<file path="src/rtl/amgpio_pkg.sv">
package amgpio_pkg;
  localparam int unsigned PINS = 8;
  localparam int unsigned AW   = 12;
  localparam int unsigned DW   = 32;
  localparam int unsigned WAW  = AW - 2;

  // word addresses (byte offset >> 2)
  localparam logic [WAW-1:0] W_DIR    = 10'h100;
  localparam logic [WAW-1:0] W_SENSE  = 10'h101;
  localparam logic [WAW-1:0] W_BOTH   = 10'h102;
  localparam logic [WAW-1:0] W_EVT    = 10'h103;
  localparam logic [WAW-1:0] W_MASK   = 10'h104;
  localparam logic [WAW-1:0] W_RAW    = 10'h105;
  localparam logic [WAW-1:0] W_MSTAT  = 10'h106;
  localparam logic [WAW-1:0] W_CLR    = 10'h107;
  localparam logic [WAW-1:0] W_ALT    = 10'h108;
  localparam logic [WAW-1:0] W_PAD0   = 10'h140;
  localparam int unsigned    NPAD     = 8;
  localparam logic [WAW-1:0] W_LOCK   = 10'h148;
  localparam logic [WAW-1:0] W_COMMIT = 10'h149;
  localparam logic [WAW-1:0] W_ID0    = 10'h3F4;
  localparam logic [DW-1:0]  UNLOCK_KEY = 32'h0ACC_E551;

  function automatic logic [7:0] id_byte(input logic [WAW-1:0] idx);
    case (idx)
      10'd4:   id_byte = 8'h61;
      10'd6:   id_byte = 8'h18;
      10'd7:   id_byte = 8'h01;
      10'd8:   id_byte = 8'h0D;
      10'd9:   id_byte = 8'hF0;
      10'd10:  id_byte = 8'h05;
      10'd11:  id_byte = 8'hB1;
      default: id_byte = 8'h00;
    endcase
  endfunction
endpackage

</file>
<file path="src/rtl/amgpio_sync.sv">
module amgpio_sync #(
  parameter int unsigned W      = 8,
  parameter int unsigned STAGES = 2
) (
  input  logic         clk,
  input  logic         rst_n,
  input  logic [W-1:0] d,
  output logic [W-1:0] q
);
  logic [W-1:0] stg [STAGES];

  always_ff @(posedge clk) begin
    if (!rst_n) begin
      for (int s = 0; s < STAGES; s++) stg[s] <= '0;
    end else begin
      stg[0] <= d;
      for (int s = 1; s < STAGES; s++) stg[s] <= stg[s-1];
    end
  end

  assign q = stg[STAGES-1];
endmodule

</file>
<file path="src/rtl/amgpio_irq.sv">
module amgpio_irq #(
  parameter int unsigned W = 8
) (
  input  logic         clk,
  input  logic         rst_n,
  input  logic [W-1:0] pin_s,
  input  logic [W-1:0] sense,
  input  logic [W-1:0] both,
  input  logic [W-1:0] evt,
  input  logic [W-1:0] clr_bits,
  output logic [W-1:0] raw_q
);
  logic [W-1:0] prev_q;

  always_ff @(posedge clk) begin
    if (!rst_n) prev_q <= '0;
    else        prev_q <= pin_s;
  end

  for (genvar i = 0; i < W; i++) begin : g_bit
    logic hit;
    logic st_q;
    always_comb begin
      if (sense[i])     hit = (pin_s[i] == evt[i]);
      else if (both[i]) hit = pin_s[i] ^ prev_q[i];
      else if (evt[i])  hit = pin_s[i] & ~prev_q[i];
      else              hit = ~pin_s[i] & prev_q[i];
    end
    always_ff @(posedge clk) begin
      if (!rst_n) st_q <= 1'b0;
      else        st_q <= hit | (st_q & ~clr_bits[i]);
    end
    assign raw_q[i] = st_q;
  end
endmodule

</file>
<file path="src/rtl/amgpio_regs.sv">
module amgpio_regs
  import amgpio_pkg::*;
(
  input  logic            clk,
  input  logic            rst_n,
  input  logic            wr_en,
  input  logic [AW-1:0]   addr,
  input  logic [DW-1:0]   wdata,
  input  logic [PINS-1:0] pin_s,
  input  logic [PINS-1:0] raw_q,
  output logic [DW-1:0]   rdata,
  output logic [PINS-1:0] data_q,
  output logic [PINS-1:0] dir_q,
  output logic [PINS-1:0] sense_q,
  output logic [PINS-1:0] both_q,
  output logic [PINS-1:0] evt_q,
  output logic [PINS-1:0] im_q,
  output logic [PINS-1:0] clr_bits,
  output logic [PINS-1:0] afsel_q,
  output logic [PINS-1:0] commit_q,
  output logic            locked_q
);
  logic           aligned;
  logic [WAW-1:0] word;
  logic           in_data;
  logic           wr_ok;
  logic [PINS-1:0] data_d;
  logic [PINS-1:0] pad_v [NPAD];

  assign aligned = (addr[1:0] == 2'b00);
  assign word    = addr[AW-1:2];
  assign in_data = (word[WAW-1:WAW-2] == 2'b00);
  assign wr_ok   = wr_en && aligned;

  always_comb begin
    for (int i = 0; i < PINS; i++) begin
      if (!dir_q[i])                         data_d[i] = pin_s[i];
      else if (wr_ok && in_data && word[i])  data_d[i] = wdata[i];
      else                                   data_d[i] = data_q[i];
    end
  end

  always_ff @(posedge clk) begin
    if (!rst_n) begin
      data_q   <= '0;
      dir_q    <= '0;
      sense_q  <= '0;
      both_q   <= '0;
      evt_q    <= '0;
      im_q     <= '0;
      afsel_q  <= '0;
      commit_q <= '1;
      locked_q <= 1'b1;
    end else begin
      data_q <= data_d;
      if (wr_ok) begin
        case (word)
          W_DIR:    dir_q   <= wdata[PINS-1:0];
          W_SENSE:  sense_q <= wdata[PINS-1:0];
          W_BOTH:   both_q  <= wdata[PINS-1:0];
          W_EVT:    evt_q   <= wdata[PINS-1:0];
          W_MASK:   im_q    <= wdata[PINS-1:0];
          W_ALT:    afsel_q <= (afsel_q & ~commit_q) | (wdata[PINS-1:0] & commit_q);
          W_LOCK:   locked_q <= (wdata != UNLOCK_KEY);
          W_COMMIT: if (!locked_q) commit_q <= wdata[PINS-1:0];
          default: ;
        endcase
      end
    end
  end

  for (genvar k = 0; k < NPAD; k++) begin : g_pad
    logic [PINS-1:0] q;
    always_ff @(posedge clk) begin
      if (!rst_n)                                   q <= '0;
      else if (wr_ok && word == W_PAD0 + WAW'(k))   q <= wdata[PINS-1:0];
    end
    assign pad_v[k] = q;
  end

  assign clr_bits = (wr_ok && word == W_CLR) ? wdata[PINS-1:0] : '0;

  always_comb begin
    rdata = '0;
    if (aligned) begin
      if (in_data) begin
        rdata[PINS-1:0] = data_q & word[PINS-1:0];
      end else if (word >= W_ID0) begin
        rdata[7:0] = id_byte(word - W_ID0);
      end else if (word >= W_PAD0 && word < W_PAD0 + WAW'(NPAD)) begin
        rdata[PINS-1:0] = pad_v[word[2:0]];
      end else begin
        case (word)
          W_DIR:    rdata[PINS-1:0] = dir_q;
          W_SENSE:  rdata[PINS-1:0] = sense_q;
          W_BOTH:   rdata[PINS-1:0] = both_q;
          W_EVT:    rdata[PINS-1:0] = evt_q;
          W_MASK:   rdata[PINS-1:0] = im_q;
          W_RAW:    rdata[PINS-1:0] = raw_q;
          W_MSTAT:  rdata[PINS-1:0] = raw_q & im_q;
          W_ALT:    rdata[PINS-1:0] = afsel_q;
          W_LOCK:   rdata[0]        = locked_q;
          W_COMMIT: rdata[PINS-1:0] = commit_q;
          default:  rdata = '0;
        endcase
      end
    end
  end
endmodule

</file>
<file path="src/rtl/amgpio_port.sv">
module amgpio_port
  import amgpio_pkg::*;
(
  input  logic            clk,
  input  logic            rst_n,
  input  logic            req_valid,
  output logic            req_ready,
  input  logic            req_write,
  input  logic [AW-1:0]   req_addr,
  input  logic [DW-1:0]   req_wdata,
  output logic            rsp_valid,
  input  logic            rsp_ready,
  output logic [DW-1:0]   rsp_data,
  input  logic [PINS-1:0] pin_in,
  output logic [PINS-1:0] pin_out,
  output logic            irq
);
  logic            accept;
  logic            wr_en;
  logic [DW-1:0]   rd_val;
  logic [PINS-1:0] pin_s, raw_q, data_q, dir_q, sense_q, both_q, evt_q, im_q;
  logic [PINS-1:0] clr_bits, afsel_q, commit_q;
  logic            locked_q;

  assign req_ready = !rsp_valid || rsp_ready;
  assign accept    = req_valid && req_ready;
  assign wr_en     = accept && req_write;

  always_ff @(posedge clk) begin
    if (!rst_n) begin
      rsp_valid <= 1'b0;
      rsp_data  <= '0;
    end else if (accept && !req_write) begin
      rsp_valid <= 1'b1;
      rsp_data  <= rd_val;
    end else if (rsp_ready) begin
      rsp_valid <= 1'b0;
    end
  end

  amgpio_sync #(.W(PINS), .STAGES(2)) u_sync (
    .clk(clk), .rst_n(rst_n), .d(pin_in), .q(pin_s)
  );

  amgpio_regs u_regs (
    .clk(clk), .rst_n(rst_n), .wr_en(wr_en), .addr(req_addr), .wdata(req_wdata),
    .pin_s(pin_s), .raw_q(raw_q), .rdata(rd_val), .data_q(data_q), .dir_q(dir_q),
    .sense_q(sense_q), .both_q(both_q), .evt_q(evt_q), .im_q(im_q),
    .clr_bits(clr_bits), .afsel_q(afsel_q), .commit_q(commit_q), .locked_q(locked_q)
  );

  amgpio_irq #(.W(PINS)) u_irq (
    .clk(clk), .rst_n(rst_n), .pin_s(pin_s), .sense(sense_q), .both(both_q),
    .evt(evt_q), .clr_bits(clr_bits), .raw_q(raw_q)
  );

  assign pin_out = (data_q & dir_q) | ~dir_q;
  assign irq     = |(raw_q & im_q);
endmodule

</file>
<file path="config.mk">
export PLATFORM = sky130hd
export DESIGN_NAME = amgpio_port
export DESIGN_NICKNAME = d
export VERILOG_FILES = /design/src/rtl/amgpio_pkg.sv /design/src/rtl/amgpio_sync.sv /design/src/rtl/amgpio_irq.sv /design/src/rtl/amgpio_regs.sv /design/src/rtl/amgpio_port.sv
export SDC_FILE = /design/constraint.sdc
export NUM_CORES = 1
export LEC_CHECK = 0
export BUFFER_PORTS_ARGS = -buffer_cell sky130_fd_sc_hd__buf_2
export CORE_ASPECT_RATIO = 2
export CORE_MARGIN = 5
export CORE_UTILIZATION = 30
export DETAILED_ROUTE_END_ITERATION = 16
export SKIP_LAST_GASP = 1
export SYNTH_ARGS = -nofsm -noshare
export SYNTH_HDL_FRONTEND = slang
export SYNTH_SLANG_ARGS = --single-unit
</file>
<file path="constraint.sdc">
create_clock -name clk -period 2.55 [get_ports clk]
set_clock_uncertainty 0.05 [all_clocks]
set_input_delay 0.255 -clock clk [delete_from_list [all_inputs] [get_ports clk]]
set_output_delay 0.255 -clock clk [all_outputs]
set_load 0.02 [all_outputs]
</file>
==> impl_metrics.yaml, run 1 <==
die:
  rows: 87
  die_area_um2: 32400
  die-width_um: 130
  die_height_um: 250
  start_util: 0.304
  io_pins: 100
  core-area_um2: 28300
sta:
  fmax_mhz: 466
  setup_viol: 0
  worst_pin_slew_ps: 674
  period_share: 0.841
  maxSlewViolCount: 0
  rsz0062_at_grt: "false"
  slew_headroom: 0.547
  hold_viol_final: 0
  fin_crit_ps: 2150
  final.setup.tns_ps: 0
critical_path:
  timing.rr.end: "rsp_data[4]"
  critical_path_class: "reg2reg"
  start_kind: "flip-flop"
  crit_fanout: 7
  crit_path_end_kind: "flip-flop"
  rrSetupSlack_ps: 400
  max_stage_delay_ps: 630
  crit_chain: "nor2b_1 > nor4_1 > o311ai_0 > or3_1 > o221ai_1"
  r2r_start: "rsp_valid"
  cp_data_arrival_time_ps: 2450
  rr_worst_depth: 5
  slowest_stage: "nor4_1"
  worstPathRequired_ps: 2860
layout:
  multi_input_area_um2: 4760
  final_cell_area_um2: 10200
  drive_gt1_frac: 0.204
  num-nets-final: 1087
  area_delta_synth_final_pct: 18.8
  seqCellArea_um2: 3400
  diodes: 0
  final_util: 0.361
  nFillCells: 2878
cts:
  cts.path.max_buffers: 2
  clock_sinks: 170
  cts_tree: "yes"
  cts_htree_levels: 4
  root_buffer: "clkbuf_16"
  cts_buffers: 17
  clk_pin_slew_worst_paths_ps: 70
  cts_resized: 0
  clkLatencyLatePin_ps: 450
placement:
  place.detailed.hpwl_um: 22000
  port-buffer-count: 75
  place.gp.congestion: 1.03
  placed_area_um2: 9570
synth:
  yosysUniqueCellTypes: 71
  synthArstFlopShare: 0
  ys_seq_area_frac: 0.395
  synth_mux_area_frac: 0.203
  synth_ff_type: "dfxtp_1"
  synthXorXnorAreaFrac: 0.00814
  synth_fa_ha_area_frac: 0.0233
  avgSynthCellArea_um2: 9.38
  synth_top_family_by_area: "multiplexers"
  syn_area_um2: 8610
  synth_edf_count: 0
  yosys.area_share.simple: 0.185
  ys_ff_latch: 170
  synth_compound_area_frac: 0.122
  synth_cells: 918
  ys_warn_count: 0
power_and_ir_drop:
  seq_power_share: 0.469
  p_sw_uw: 1610
  power_density_nw_per_um2: 562
  p_int_uw: 4140
  peakVddDrop_mv: 0.344
  leakagePower_uw: 0.00470
  finalPower_uw: 5750
  combPwrFrac: 0.083
  swShare: 0.279
  pwr-share-clk: 0.448
global_routing:
  grt_pass1_vias: 7347
  antenna_found_initial: 1
  grt_max_degree: 133
  grt_overflow_total: 0
  track_usage: 0.182
  grt_pass1_wl_um: 44200
job:
  cap_violations: 0
worst_hold_path:
  min_to: "u_irq.g_bit[0].st_q"
  worst_hold_startpoint: "req_wdata[0]"
  hold_depth: 2
  min_path_type: "in2reg"
drt:
  ant_nets: 0
  dr.first_iter.drc_count: 521
  drcViolationCount: 0
  num_vias: 7438
  routed_wl_um: 29700
  drtPass1Iterations: 5
  viasPerCell: 5.38
  wl_per_cell_um: 21.5
outcome:
  status: "finished, final reports clean"
## power groups by stage
stage          registers (µW)  clock network [µW]  logic, µW
3_5_place_dp             2760                   0        462
5_1_grt                  2700                2720        509
6_report                 2700                2570        477
2_1_floorplan            2750                   0        299
4_1_cts                  2700                2610        473
3_3_place_gp             2760                   0        461
## synthesized netlist by cell type, drive strengths merged (4+ instances only)
master  count  area [µm²]
a211oi     28         210
a21o        5        37.5
a21oi      35         175
a22o        4        35.0
a22oi      12        90.1
a311oi      9        78.8
a31oi       5        31.3
a32o        6        60.1
and2       16         100
and3        6        37.5
buf        46         300
clkbuf     43         163
dfxtp     170        3400
ha         16         200
inv        20        75.1
mux2        6        67.6
mux2i     134        1340
mux4       15         338
nand2      37         139
nand2b     16         100
nand3      14        85.1
nand4      19         150
nor2      137         514
nor2b      19         119
nor3       12        65.1
nor4       11         105
o21ai      16        80.1
or2         5        33.8
or3         5        32.5
xnor2       8        70.1
## critical path, delay by kind of cell (launching register included)
family / cells / cell delay [ps]
compound gates: 2 / 500
flops: 1 / 310
simple gates: 3 / 1190
## layout by cell type (no fill, tap or decap), types with 4 or more instances in the layout
master / instances
dfxtp_1: 170
nand2b_1: 16
a22oi_1: 12
mux2_2: 6
a311oi_1: 9
dlygate4sd3_1: 8
inv_8: 6
o21ai_0: 16
a31oi_1: 5
nand3_1: 11
and3_1: 6
nor2b_1: 19
buf_12: 4
a22o_1: 4
buf_4: 56
xnor2_1: 8
conb_1: 24
a21o_1: 5
clkbuf_16: 17
ha_1: 16
nor2_1: 137
mux2i_1: 134
buf_2: 75
clkinvlp_4: 4
nor3_1: 10
or3_1: 4
a32o_1: 6
nor4_1: 8
and2_1: 16
nand2_1: 37
a211oi_1: 28
nand4_2: 5
mux4_2: 15
nand4_1: 14
a21oi_1: 35
inv_1: 20
## kinds of logic after synthesis
logic type,Yosys count
AOI/OAI and AO/OA,149
other,1
xor gates and xnor gates,8
muxes,155
adders and majority gates,16
and+or+nand+nor,309
buffers and inverters,110
DFF,170
## layout make-up
cell class                      count  area share
Multi-Input combinational cell    661       0.466
Sequential cell                   170       0.333
Timing Repair Buffer              143      0.0934
Tap cell                          356      0.0435
Clock buffer                       17      0.0416
Clock inverter                     15      0.0153
Inverter                           21     0.00795
## state kept, by name, summed over array words and instances (netlist names), 8 cells and up, named ones only
signal and count:
u_regs.data_q 8, u_regs.commit_q 8, u_regs.g_pad.q 64, u_sync.stg 16
u_irq.prev_q 8, u_regs.both_q 8, u_regs.dir_q 8, u_regs.im_q 8
u_regs.sense_q 8, u_regs.evt_q 8, rsp_data 8, u_irq.g_bit.st_q 8
## timing repair
| item | in CTS | in global routing |
|---|---|---|
| hold endpoints to repair | 8 | 0 |
| buffers inserted | 0 | 0 |
| hold buffers | 8 | 0 |
## through the flow
stage	std cells	hold WS, ps	worst slack, ps
after floorplan	941	332	379
after global placement	1343	364	103
after detailed placement	1343	369	92.3
after CTS	1383	97.9	490
after global routing	1383	126	393
final	1383	121	404
## how the worst max path moves through the flow
stage | startpoint | endpoint | cells past startpoint
5_1_grt | rsp_valid | rsp_data[4] | 5
6_report | rsp_valid | rsp_data[4] | 5
2_1_floorplan | rsp_valid | u_regs.g_pad[3].q[0] | 7
3_3_place_gp | req_addr[3] | rsp_data[2] | 7
3_5_place_dp | req_addr[6] | u_irq.g_bit[1].st_q | 8
4_1_cts | rsp_valid | rsp_data[4] | 5
## layer usage
metal  share of wire  wire length [µm]  GRT usage
met1            0.34             10100      0.174
met2            0.55             16200      0.339
met3           0.040              1190     0.0321
met4           0.074              2200      0.127
met5               0                 0          0
(Power assumes the default switching activity.)
==> run 2: changes to the inputs <==
==> constraint.sdc (replaced) <==
create_clock -name clk -period 1.84 [get_ports clk]
set_clock_uncertainty 0.05 [all_clocks]
set_input_delay 0.184 -clock clk [delete_from_list [all_inputs] [get_ports clk]]
set_output_delay 0.184 -clock clk [all_outputs]
set_load 0.02 [all_outputs]
==> run 2 against run 1 <==
  * Sequential share of layout area decreased by 2.6 points
  * Via count up 2.7%
  * Setup slack got worse by 360 ps
  * Critical endpoint is now irq
  * Largest cell class unchanged
  * Highest routed layer unchanged
==> impl_metrics.yaml, run 2 (synthesis gave the netlist of run 1 again) <==
cts:
  cts_buffers: 17
  cts.path.max_buffers: 2
  clock_sinks: 170
  cts_htree_levels: 4
  cts_tree: "yes"
  clk_pin_slew_worst_paths_ps: 70
  root_buffer: "clkbuf_16"
  clkLatencyLatePin_ps: 440
drt:
  routed_wl_um: 30200
  viasPerCell: 5.25
  dr.first_iter.drc_count: 537
  wl_per_cell_um: 20.8
  drcViolationCount: 0
  ant_nets: 0
  drtPass1Iterations: 5
  num_vias: 7638
placement:
  place.detailed.hpwl_um: 23300
  place.gp.congestion: 0.911
  port-buffer-count: 75
critical_path:
  worstPathRequired_ps: 1610
  max_stage_delay_ps: 360
  crit_fanout: 3
  critical_path_class: "reg2out"
  slowest_stage: "dfxtp_1"
  cp_top_family: "flip-flops"
  cp_data_arrival_time_ps: 1560
  crit_chain: "a22oi_1 > nand4_1 > buf_6"
  start_kind: "flip-flop"
  crit_path_end_kind: "output port"
  worst-path-buf-inv: 1
die:
  start_util: 0.304
  die_area_um2: 32400
  io_pins: 100
  die-width_um: 130
  rows: 87
  die_height_um: 250
  core-area_um2: 28300
global_routing:
  grt_pass1_wl_um: 44900
  antenna_found_initial: 1
  grt_overflow_total: 0
  track_usage: 0.185
  grt_max_degree: 55
  grt_pass1_vias: 7593
sta:
  maxSlewViolCount: 0
  slew_headroom: 0.658
  rsz0062_at_grt: "true"
  setup_viol: 0
  hold_viol_final: 0
  fin_crit_ps: 1800
  final.setup.tns_ps: 0
  worst_pin_slew_ps: 506
  period_share: 0.977
  fmax_mhz: 556
power_and_ir_drop:
  combPwrFrac: 0.096
  p_int_uw: 6090
  peakVddDrop_mv: 0.483
  swShare: 0.263
  seq_power_share: 0.452
  pwr-share-clk: 0.452
  finalPower_uw: 8270
  leakagePower_uw: 0.00518
  power_density_nw_per_um2: 745
  p_sw_uw: 2180
layout:
  num-nets-final: 1157
  final_util: 0.392
  area_delta_synth_final_pct: 29.0
  final_common_cell: "dfxtp_1"
  drive_gt1_frac: 0.269
  largest_reg_flops: 64
  top_regs: "u_regs.g_pad.q: 64 flops, u_sync.stg: 16 flops"
  top_register: "u_regs.g_pad.q"
  final_cell_mix: "dfxtp_1 (169), nor2_1 (137), mux2i_1 (134), buf_4 (112), buf_2 (74)"
  nFillCells: 2815
worst_hold_path:
  min_path_type: "in2reg"
outcome:
  status: "finished, final reports clean"
job:
  cap_violations: 0
-- run 2: cell count changes in the layout (fill, tap and decap cells not counted), sizes merged --
cell	previous run	this run
buf	135	205
bufinv	0	2
clkinvlp	4	2
diode	0	1
clkinv	3	1
inv	29	31
-- run 2: layout make-up --
class                   instances  area [µm²]  area share
flip-flops and latches        170        3400       0.307
clock inverters                15         180      0.0162
diodes                          1        2.50    0.000225
inverters                      21        81.3     0.00732
well taps                     356         445      0.0401
multi-input cells             661        4900       0.441
repair buffers                213        1660       0.150
clock buffers                  17         425      0.0383
-- run 2: path summary, 6_finish.rpt --
path	start	endpoint	slack, ps	depth (start not counted)
worst max register to register	rsp_valid	u_regs.locked_q	70	7
worst min register to register	u_sync.stg[0][7]	u_sync.stg[0][15]	390	1
worst min-delay path	rst_n	u_sync.stg[0][5]	50	2
worst max-delay path	u_irq.g_bit[5].st_q	irq	40	3
-- run 2: what timing repair did --
action                                 CTS  global route
hold buffers                             8             0
cloned                                   0             0
resized for setup                        8             2
endpoints found under the hold margin    8             0
setup endpoints to repair               10            27
setup buffers                            1             0
pin swaps                                2             0
-- run 2: per-stage QoR --
step / instances / hold slack, ps / instance area, µm² / setup WS (ps)
global placement: 1413 / 340 / 10400 / -581
CTS: 1453 / 39.6 / 11100 / -6.53
floorplan: 941 / 261 / 8820 / -254
finish: 1454 / 50.5 / 11100 / 42.3
detailed placement: 1413 / 345 / 10400 / -571
global route: 1453 / 49.3 / 11100 / -1.62
-- run 2: power by group through the flow --
| stage | sequential [µW] | clock [µW] | combinational (µW) |
|---|---|---|---|
| finish | 3740 | 3730 | 794 |
| global route | 3740 | 3980 | 842 |
| CTS | 3740 | 3810 | 784 |
| detailed placement | 3830 | 0 | 766 |
| global placement | 3820 | 0 | 762 |
| floorplan | 3810 | 0 | 429 |
-- run 2: per-layer routing --
layer	GRT usage	up-vias	share of wire
li1	-	3597	-
met5	0	-	0
met3	0.0295	70	0.040
met4	0.105	0	0.054
met2	0.356	253	0.57
met1	0.180	3718	0.34
